### src/rtl/pot_pkg.sv
package pot_pkg;
  typedef enum logic [1:0] {
    PH_IDLE  = 2'd0,
    PH_DUMP  = 2'd1,
    PH_COUNT = 2'd2
  } phase_e;
endpackage

### src/rtl/pot_seq.sv
module pot_seq
  import pot_pkg::*;
#(
  parameter int DUMP_LINES = 8
) (
  input  logic   clk,
  input  logic   rst_n,
  input  logic   start,
  input  logic   line_stb,
  output phase_e phase
);
  localparam int DW = $clog2(DUMP_LINES) + 1;
  localparam logic [DW-1:0] LAST = DW'(DUMP_LINES - 1);

  logic [DW-1:0] dcnt;

  always_ff @(posedge clk or negedge rst_n) begin
    if (!rst_n) begin
      phase <= PH_IDLE;
      dcnt  <= '0;
    end else if (start) begin
      phase <= PH_DUMP;
      dcnt  <= '0;
    end else if (phase == PH_DUMP && line_stb) begin
      if (dcnt == LAST) phase <= PH_COUNT;
      else              dcnt  <= dcnt + 1'b1;
    end
  end
endmodule

### src/rtl/pot_chan.sv
module pot_chan #(
  parameter int CW = 8
) (
  input  logic          clk,
  input  logic          rst_n,
  input  logic          clear,
  input  logic          count_en,
  input  logic          line_stb,
  input  logic          hold,
  input  logic          level,
  output logic [CW-1:0] cnt
);
  logic stopped;
  logic adv;

  assign adv = count_en && line_stb && !stopped && !level && !hold && (cnt != '1);

  always_ff @(posedge clk or negedge rst_n) begin
    if (!rst_n) begin
      cnt     <= '0;
      stopped <= 1'b0;
    end else if (clear) begin
      cnt     <= '0;
      stopped <= 1'b0;
    end else begin
      if (adv)               cnt     <= cnt + 1'b1;
      if (count_en && level) stopped <= 1'b1;
    end
  end
endmodule

### src/rtl/pot_port.sv
module pot_port
  import pot_pkg::*;
#(
  parameter int CW         = 8,
  parameter int DUMP_LINES = 8
) (
  input  logic            clk,
  input  logic            rst_n,
  input  logic            line_stb,
  input  logic            ctrl_we,
  input  logic [15:0]     ctrl_wdata,
  input  logic [3:0]      pin_in,
  output logic [3:0]      pin_oe,
  output logic [3:0]      pin_out,
  output logic [2*CW-1:0] pot_left,
  output logic [2*CW-1:0] pot_right,
  output logic [15:0]     pin_rd
);
  localparam int NPIN = 4;

  phase_e            phase;
  logic              start;
  logic              dumping;
  logic              counting;
  logic [7:0]        drv;
  logic [CW-1:0]     cnt [NPIN];
  logic              wr_unused_bits;

  assign start          = ctrl_we && ctrl_wdata[0];
  assign wr_unused_bits = ^ctrl_wdata[7:1];
  assign dumping        = (phase == PH_DUMP);
  assign counting       = (phase == PH_COUNT);

  always_ff @(posedge clk or negedge rst_n) begin
    if (!rst_n)       drv <= '0;
    else if (ctrl_we) drv <= ctrl_wdata[15:8];
  end

  pot_seq #(.DUMP_LINES(DUMP_LINES)) u_seq (
    .clk      (clk),
    .rst_n    (rst_n),
    .start    (start),
    .line_stb (line_stb),
    .phase    (phase)
  );

  for (genvar i = 0; i < NPIN; i++) begin : g_pin
    pot_chan #(.CW(CW)) u_chan (
      .clk      (clk),
      .rst_n    (rst_n),
      .clear    (start),
      .count_en (counting),
      .line_stb (line_stb),
      .hold     (drv[2*i+1]),
      .level    (pin_in[i]),
      .cnt      (cnt[i])
    );
    assign pin_oe[i]      = dumping | drv[2*i+1];
    assign pin_out[i]     = !dumping & drv[2*i];
    assign pin_rd[8+2*i]  = pin_in[i];
    assign pin_rd[9+2*i]  = 1'b0;
  end

  assign pin_rd[7:0] = '0;
  assign pot_left    = {cnt[1], cnt[0]};
  assign pot_right   = {cnt[3], cnt[2]};
endmodule

### config.mk
export PLATFORM = sky130hd
export DESIGN_NAME = pot_port
export DESIGN_NICKNAME = d
export VERILOG_FILES = /design/src/rtl/pot_pkg.sv /design/src/rtl/pot_seq.sv /design/src/rtl/pot_chan.sv /design/src/rtl/pot_port.sv
export SDC_FILE = /design/constraint.sdc
export NUM_CORES = 1
export LEC_CHECK = 0
export ABC_CLOCK_PERIOD_IN_PS = 3500
export BUFFER_PORTS_ARGS = -buffer_cell sky130_fd_sc_hd__buf_2
export CORE_ASPECT_RATIO = 0.7
export CORE_MARGIN = 5
export CORE_UTILIZATION = 55
export DETAILED_ROUTE_END_ITERATION = 10
export GPL_ROUTABILITY_DRIVEN = 0
export GPL_TIMING_DRIVEN = 0
export PLACE_DENSITY = 0.84
export SLEW_MARGIN = 20
export SYNTH_ARGS = -nofsm -noshare
export SYNTH_HDL_FRONTEND = slang
export SYNTH_SLANG_ARGS = --single-unit
export TNS_END_PERCENT = 5
### constraint.sdc
create_clock -name clk -period 3.5 [get_ports clk]
set_clock_uncertainty 0.2 [all_clocks]
set_input_delay 0.35 -clock clk [delete_from_list [all_inputs] [get_ports clk]]
set_output_delay 0.35 -clock clk [all_outputs]
set_load 0.005 [all_outputs]
# After elaboration in Yosys (flattened, before gate mapping)

Index checks and enable logic that the tools add are counted.

$add $sub $neg: 5
Eq/ne operators: 8
Muxes and demuxes: 22
Bitwise operators: 8
Reduce and logical (&&, ||, !) cells: 48

Operator list:

| cell                  | number |
|---|---|
| $mux W8               | 8 |
| $add A8 B1 Y8 const B | 4 |
| $ne A8 B8 Y1 const B  | 4 |
| $logic_and A1 B1 Y1   | 23 |
| $reduce_bool A2 Y1    | 10 |
| $logic_not A1 Y1      | 13 |
| $mux W4               | 3 |
| $mux W1               | 8 |
| $mux W2               | 3 |
| $add A4 B1 Y4 const B | 1 |
| $and A1 B1 Y1         | 4 |
| $eq A4 B3 Y1 const B  | 1 |
| $or A1 B1 Y1          | 4 |
| $reduce_and A2 Y1     | 2 |
| $eq A2 B1 Y1 const B  | 1 |
| $eq A2 B2 Y1 const B  | 1 |
| $ne A2 B1 Y1 const B  | 1 |

Flip-flop bits (word level): 50
Input bits: 24

# Longest topological paths before layout

Gate-level depths: netlist (run 1).

Word-level depth: 8
Gate-level depth with buffers: 6
Depth with buffers taken out: 5

# Cells and area by module

From an unflattened synthesis (run 1), not the netlist that was laid out.

Cell total of the unflattened synthesis: 257
Area total of the unflattened synthesis: 2,743.9 sq um

By module, submodules not included:

| module   | instances | cells each | area each (sq um) |
|---|---|---|---|
| pot_chan | 4         | 46         | 478.0 |
| pot_port | 1         | 45         | 525.5 |
| pot_seq  | 1         | 28         | 306.5 |

# Worst setup path before layout (run 1)

Ideal clock, no wire load.

Path kind: reg-to-reg
Start point: reg u_seq.phase[0]
End point: reg g_pin[0].u_chan.cnt[4]
Library setup time: 140 ps
Arrival time: 1,609 ps
Data required time: 3,160 ps
Slack: 1,552 ps
Cell stages (with the launch flop): 6
Buffers on the path: 1
Period minus slack after synthesis: 1,948 ps
Path through: dfrtp_1 -> nand3b_4 -> or4_4 -> buf_2 -> o311ai_0 -> o41ai_1

Cells in the longest elaborated chain, start to end: 7

Ends and longest elaborated chain:

| item                                | line           | source |
|---|---|---|
| start: declaration                  | pot_seq.sv:10  | `output phase_e phase` |
| start signal: assignment            | pot_seq.sv:19  | `phase <= PH_IDLE;` |
| start signal: assignment            | pot_seq.sv:22  | `phase <= PH_DUMP;` |
| start signal: assignment            | pot_seq.sv:25  | `if (dcnt == LAST) phase <= PH_COUNT;` |
| $eq A2 B2 Y1                        | pot_port.sv:32 | `assign counting = (phase == PH_COUNT);` |
| $logic_and A1 B1 Y1 (5 in a row)    | pot_chan.sv:16 | `assign adv = count_en && line_stb && !stopped && !level && !hold && (cnt != '1);` |
| $reduce_bool A2 Y1 (no source line) | -              |  |
| end signal: assignment              | pot_chan.sv:26 | `if (adv) cnt <= cnt + 1'b1;` |
| end: declaration                    | pot_chan.sv:11 | `output logic [CW-1:0] cnt` |

No other way between the ends.
A chain may end at the register's enable or synchronous reset.

# Worst setup path in the final report (run 1)

Start point: reg u_seq.phase[0]
End point: reg g_pin[0].u_chan.cnt[2]

The elaborated chain is that of the path after synthesis.

==> impl_metrics.csv, run 1 <==
group,metric,value,unit
status,run_status,"complete, no violations",
yosys,ff_latch_count_synth,50,
yosys,synth_top_area_frac,0.469,
critical_path,timing.critical_path.arrival,2.17,ns
route,drt-total-wl,6490,um
critical_path,setup.reg_to_reg.worst_slack,1.30,ns
grt,first_global_vias,2262,
yosys,yosysWarningCount,0,
timing,holdWs,0.0651,ns
timing,slew_headroom,0.425,
clocking,clk_pin_slew_worst_paths,0.09,ns
critical_path,critical_path.startpoint_type,"flip-flop",
yosys,post_synth_inst_count,267,
yosys,synth_area,2670,um2
yosys,synth_sequential_area_ratio,0.469,
grt,first_pass_grt_wire_length,10600,um
floorplanning,fp.dieH,68.2,um
grt,global_route.usage.met2,0.354,
pwr,irDropWorstVdd,0.308,mV
floorplanning,die_x,93.2,um
pwr,overall_power_of_the_completed_layout,1280,uW
grt,use_met1,0.277,
floorplanning,ioPinCount,80,
timing,tightestPinTransition,0.856,ns
layout,layout.nets,374,
clocking,cts_htree_levels,2,
timing,tns,0,ns
yosys,synth_ff_type,"dfrtp_1",
placement,numPortBuffers,59,
clocking,post_cts.repair.setup_buffers,0,
yosys,number_of_flops_mapped_to_enable_cells_by_yosys,0,
clocking,cts.sink_count,50,
floorplanning,core_rows,21,
placement,placed_cell_area,3080,um2
pwr,cellPowerDensity,395,nW/um2
route,drtAntennaViolNets,0,
layout,final_layout_size_suffix_gt1_frac,0.286,
critical_path,slowest_stage,"or4_4",
yosys,synthArstFlopShare,1.00,
clocking,clock_tree.buffer_depth,2,
critical_path,crit_fanout,10,
timing,fmaxAchievable,454,MHz
critical_path,max_stage_delay,0.48,ns
floorplanning,floorplan.die_area,6360,um2
placement,place_hpwl,4690,um
timing,final_hold_viol_count,0,
timing,final_period_minus_worst_setup_slack,2.20,ns
layout,post_layout_inst_area,3230,um2
flow_run,cap_viol_max_count,0,
layout,areaGrowthSynthToFinish,21.1,%
yosys,synth.top_cells.by_area,"dfrtp_1, buf_4, o41ai_1, a21oi_1, mux2_2",
floorplanning,initial_core_util,0.563,
critical_path,path_cells,"nand3b_4 -> or4_4 -> buf_2 -> o311ai_0 -> o41ai_1",
grt,groute.layer.met3.usage,0.0593,
grt,grt_usage,0.212,
timing,setup-violations-final,0,
clocking,tritoncts_clock_tree,"built",
yosys,most_repeated_cell_in_the_gate_level_netlist_after_synthesis,"dfrtp_1",
layout,finish.cell_count_without_fillers,403,
floorplanning,core-area,4730,um2
yosys,synth_cell_type_count,39,
route,wl_per_cell,16.1,um
critical_path,crit_path_end_kind,"flip-flop",
clocking,clock_latency,0.31,ns
route,drt-vias-per-instance,5.88,
route,first_iter_violations,155,
critical_path,worst-endpoint-required,3.47,ns
grt,grt_overflow_total,0,
timing,timing.final.max_slew_violations,0,
grt,number_of_antenna_violations_at_the_first_check_in_global_routing,0,
layout,antenna-diode-count,0,
grt,largest_net_degree_at_the_start_of_global_routing,51,
timing,grt_setup_unrepaired,"no",
worst_hold_path,min-delay-path-class,"input pin to flip-flop",
grt,global_route.peak_usage_layer,"met2",
timing,period_utilization_post_route,0.629,
critical_path,critPathKind,"flip-flop to flip-flop",
route,detailroute.via_count,2368,
yosys,avgSynthCellArea,9.98,um2
route,pre_repair_dr_iteration_count,4,
yosys,synth_top_cells_by_count,"dfrtp_1, a21oi_1, nand2_1, buf_4, nor2_1",
critical_path,top_cell_family_by_delay_on_the_critical_path,"simple AND/OR/NAND/NOR gates",
route,drc,0,
clocking,cts_root_buffer,"clkbuf_8",
pwr,p_leak,0.00152,uW
clocking,cts_inserted_buffers,5,
yosys,synth_largest_area_cell,"dfrtp_1",
placement,placedCellCount,394,
critical_path,worst-path-buf-inv,1,
-- through the flow --
step	util	setup WS (ns)
after floorplan	-	1.55
after global placement	0.650	1.23
after detailed placement	0.650	1.16
after CTS	0.683	1.30
after global routing	0.683	1.18
final	0.683	1.30
-- cell type report --
cell class              count  area, um2
inverters                   5       18.8
clock buffers               6       82.6
well taps                  57       71.3
plain buffers              27        165
clock inverters             2       60.1
multi-input cells         196       1270
repair buffers             60        308
flip-flops and latches     50       1250
fillers                   387       1500
-- worst paths after layout --
check	start	end	cells past startpoint
max	u_seq.phase[0]$_DFFE_PN0P_	g_pin[0].u_chan.cnt[2]$_DFFE_PN0P_	5
min	ctrl_wdata[10]	drv[2]$_DFFE_PN0P_	2
max reg2reg	u_seq.phase[0]$_DFFE_PN0P_	g_pin[0].u_chan.cnt[2]$_DFFE_PN0P_	5
min reg2reg	drv[4]$_DFFE_PN0P_	drv[4]$_DFFE_PN0P_	1
max in group asynchronous	rst_n	g_pin[0].u_chan.cnt[3]$_DFFE_PN0P_	2
min in group asynchronous	rst_n	g_pin[2].u_chan.cnt[2]$_DFFE_PN0P_	2
-- layout by cell type, fill, tap and decap left out, drive strengths merged, types with 8 or more instances in the layout --
cell type,instances
dfrtp,50
conb,12
nand3,11
o41ai,11
clkbuf,14
nor2,15
a21oi,19
buf,78
or4,8
mux2,8
nand2,17
o311ai,9
nor4,8
-- metal layers --
layer,up-vias,part of all wire
met5,-,0
met4,0,0.0085
met3,8,0.072
met2,89,0.47
met1,1137,0.45
li1,1134,-
-- worst register-to-register path: cells and delay by family, from the launching register on --
family                 cells  cell delay, ns
buffers and inverters      1            0.20
flip-flops                 1            0.43
AND/OR/NAND/NOR            2            0.70
AO/OA/AOI/OAI              2            0.54
-- flip-flops by register name, indices dropped and copies added (netlist names) --
name / cells
u_seq.phase: 2
drv: 8
u_seq.dcnt: 4
g_pin.u_chan.cnt: 32
g_pin.u_chan.stopped: 4
-- report_power, final --
| part | total [uW] | internal, uW | switching (uW) |
|---|---|---|---|
| Combinational | 144 | 66.9 | 76.6 |
| Sequential | 632 | 606 | 25.7 |
| Clock | 500 | 305 | 196 |
-- cell families after synthesis --
kind of cell | count (synthesis) | synth area share
buffers and inverters | 32 | 0.0690
adders and majority gates | 5 | 0.0235
DFF | 50 | 0.469
other | 1 | 0.00141
muxes | 11 | 0.0451
xor gates and xnor gates | 3 | 0.00986
AOI/OAI and AO/OA | 64 | 0.166
and+or+nand+nor | 101 | 0.215
-- timing repair --
item                      4_1_cts  5_1_grt
hold buffers                    1        0
hold endpoints to repair       50        0
gates resized for setup         0        0
(Power assumes the default switching activity.)
==> run 2: changes to the inputs <==
--- a/config.mk
+++ b/config.mk
@@ -5,15 +5,15 @@
 export SDC_FILE = /design/constraint.sdc
 export NUM_CORES = 1
 export LEC_CHECK = 0
-export ABC_CLOCK_PERIOD_IN_PS = 3500
+export ABC_CLOCK_PERIOD_IN_PS = 1800
 export BUFFER_PORTS_ARGS = -buffer_cell sky130_fd_sc_hd__buf_2
 export CORE_ASPECT_RATIO = 0.7
 export CORE_MARGIN = 5
-export CORE_UTILIZATION = 55
+export CORE_UTILIZATION = 46
 export DETAILED_ROUTE_END_ITERATION = 10
 export GPL_ROUTABILITY_DRIVEN = 0
 export GPL_TIMING_DRIVEN = 0
-export PLACE_DENSITY = 0.84
+export PLACE_DENSITY = 0.75
 export SLEW_MARGIN = 20
 export SYNTH_ARGS = -nofsm -noshare
 export SYNTH_HDL_FRONTEND = slang
==> constraint.sdc (replaced) <==
create_clock -name clk -period 1.8 [get_ports clk]
set_clock_uncertainty 0.2 [all_clocks]
set_input_delay 0.18 -clock clk [delete_from_list [all_inputs] [get_ports clk]]
set_output_delay 0.18 -clock clk [all_outputs]
set_load 0.005 [all_outputs]
==> impl_metrics.csv, run 2 (synthesis results as in run 1) <==
group,metric,value,unit
status,run_status,"finished, violations left",
grt,grt_overflow_total,0,
timing,final_hold_viol_count,0,
timing,fmaxAchievable,494,MHz
layout,filler_cell_count,472,
route,wl_per_cell,15.9,um
pwr,cellPowerDensity,672,nW/um2
grt,grt_usage,0.188,
clocking,clock_tree.buffer_depth,2,
clocking,cts_root_buffer,"clkbuf_8",
pwr,irDropWorstVdd,0.450,mV
layout,regArea,1250,um2
clocking,cts_inserted_buffers,5,
clocking,tritoncts_clock_tree,"built",
floorplanning,ioPinCount,80,
layout,register_bank_with_the_most_flops,"g_pin.u_chan.cnt",
critical_path,max_stage_delay,0.47,ns
floorplanning,floorplan.die_area,7440,um2
critical_path,critPathKind,"flip-flop to flip-flop",
route,detailroute.via_count,2512,
critical_path,timing.critical_path.arrival,2.00,ns
critical_path,worst-endpoint-required,1.78,ns
route,pre_repair_dr_iteration_count,6,
clocking,clock_latency,0.31,ns
layout,antenna-diode-count,0,
worst_hold_path,min-delay-path-class,"input pin to flip-flop",
timing,pnr_worst_setup_slack,-0.223,ns
floorplanning,core-area,5670,um2
floorplanning,die_x,101,um
route,drc,0,
timing,timing.final.max_slew_violations,0,
critical_path,critical_path.startpoint_type,"flip-flop",
clocking,cts.sink_count,50,
route,first_iter_violations,139,
floorplanning,core_rows,23,
critical_path,crit_fanout,10,
pwr,p_leak,0.00162,uW
layout,layout.nets,391,
timing,setup-violations-final,20,
timing,period_utilization_post_route,1.12,
critical_path,slowest_stage,"or4_4",
pwr,overall_power_of_the_completed_layout,2360,uW
grt,largest_net_degree_at_the_start_of_global_routing,51,
route,drt-total-wl,6950,um
critical_path,top_cell_family_by_delay_on_the_critical_path,"simple AND/OR/NAND/NOR gates",
grt,first_global_vias,2247,
timing,final_period_minus_worst_setup_slack,2.02,ns
grt,first_pass_grt_wire_length,11100,um
critical_path,worst-path-buf-inv,1,
flow_run,cap_viol_max_count,0,
layout,areaGrowthSynthToFinish,31.7,%
placement,numPortBuffers,59,
status,violations_in_the_final_reports,"setup timing",
layout,largestRegisters,"g_pin.u_chan.cnt: 32 flops, drv: 8 flops",
layout,finalCoreUtilization,0.619,
layout,combined_area_of_the_multi_input_logic_cells,1380,um2
timing,tightestPinTransition,0.633,ns
timing,tns,-2.82,ns
layout,layout.cells.most_common,"buf_2",
clocking,cts_htree_levels,2,
route,drt-vias-per-instance,5.75,
placement,post-place-ws,-0.425,ns
placement,place_hpwl,4670,um
layout,final_layout_size_suffix_gt1_frac,0.345,
clocking,clk_pin_slew_worst_paths,0.09,ns
grt,number_of_antenna_violations_at_the_first_check_in_global_routing,0,
floorplanning,initial_core_util,0.470,
critical_path,path_cells,"nand3b_4 -> or4_4 -> buf_2 -> o311ai_1 -> o41ai_1",
critical_path,crit_path_end_kind,"flip-flop",
floorplanning,fp.dieH,73.7,um
timing,slew_headroom,0.578,
route,drtAntennaViolNets,0,
layout,largest_register_ffs,32,
timing,grt_setup_unrepaired,"yes",
layout,mostFrequentLayoutCells,"buf_2, dfrtp_1, buf_4, a21oi_1, nand2_1",
==> run 2: cell types whose count changed in the layout (fill, tap and decap cells not counted), sizes merged <==
cell / before / now
dlygate4sd3: 1 / 13
buf: 78 / 83
bufinv: 2 / 1
==> run 2: final cells by class <==
type / instances / area share
Inverter: 5 / 0.00535
Tap cell: 75 / 0.0267
Multi-Input combinational cell: 196 / 0.393
Timing Repair Buffer: 77 / 0.133
Sequential cell: 50 / 0.357
Buffer: 27 / 0.0527
Clock inverter: 1 / 0.00855
Clock buffer: 6 / 0.0235
==> run 2: worst paths after layout <==
| path | from | to | slack, ns | cells after the start |
|---|---|---|---|---|
| worst max-delay path | u_seq.phase[0]$_DFFE_PN0P_ | g_pin[0].u_chan.cnt[4]$_DFFE_PN0P_ | -0.22 | 5 |
| worst min-delay path | pin_in[3] | g_pin[3].u_chan.cnt[1]$_DFFE_PN0P_ | 0.02 | 4 |
| worst max register to register | u_seq.phase[0]$_DFFE_PN0P_ | g_pin[0].u_chan.cnt[4]$_DFFE_PN0P_ | -0.22 | 5 |
| worst min register to register | drv[6]$_DFFE_PN0P_ | drv[6]$_DFFE_PN0P_ | 0.31 | 1 |
| max in group asynchronous | rst_n | u_seq.phase[1]$_DFFE_PN0P_ | 0.70 | 2 |
| min in group asynchronous | rst_n | g_pin[2].u_chan.cnt[4]$_DFFE_PN0P_ | 0.22 | 2 |
==> run 2: through the flow <==
stage                     std cells  hold slack (ns)  area [um2]
after floorplan                 278           -0.316        2710
after global placement          412            0.214        3100
after detailed placement        412           0.0526        3100
after CTS                       434           0.0254        3420
after global routing            437           0.0568        3510
final                           437           0.0231        3510
==> run 2: timing repair <==
action	in CTS	in global routing
hold buffers	13	0
pin swaps	5	5
endpoints found under the hold margin	62	0
endpoints found under the setup margin	36	44
resized for setup	17	18
setup buffers	2	3
==> run 2: tightest hold or removal path, cell delays in order <==
cell	delay (ns)
buf_2	0.11
nor4_1	0.07
nand3b_1	0.07
a21oi_1	0.05
==> run 2: layer usage <==
layer	part of all wire	track usage	vias up
li1	-	-	1182
met1	0.43	0.262	1205
met2	0.48	0.298	114
met3	0.073	0.0380	11
met4	0.011	0.0575	0
met5	0	0	-
==> run 2: power breakdown <==
group	switching, uW	total, uW	leakage, uW	internal, uW
sequential	50.8	1230	0.000669	1180
clock	367	812	0.0000573	445
combinational	162	316	0.000897	154
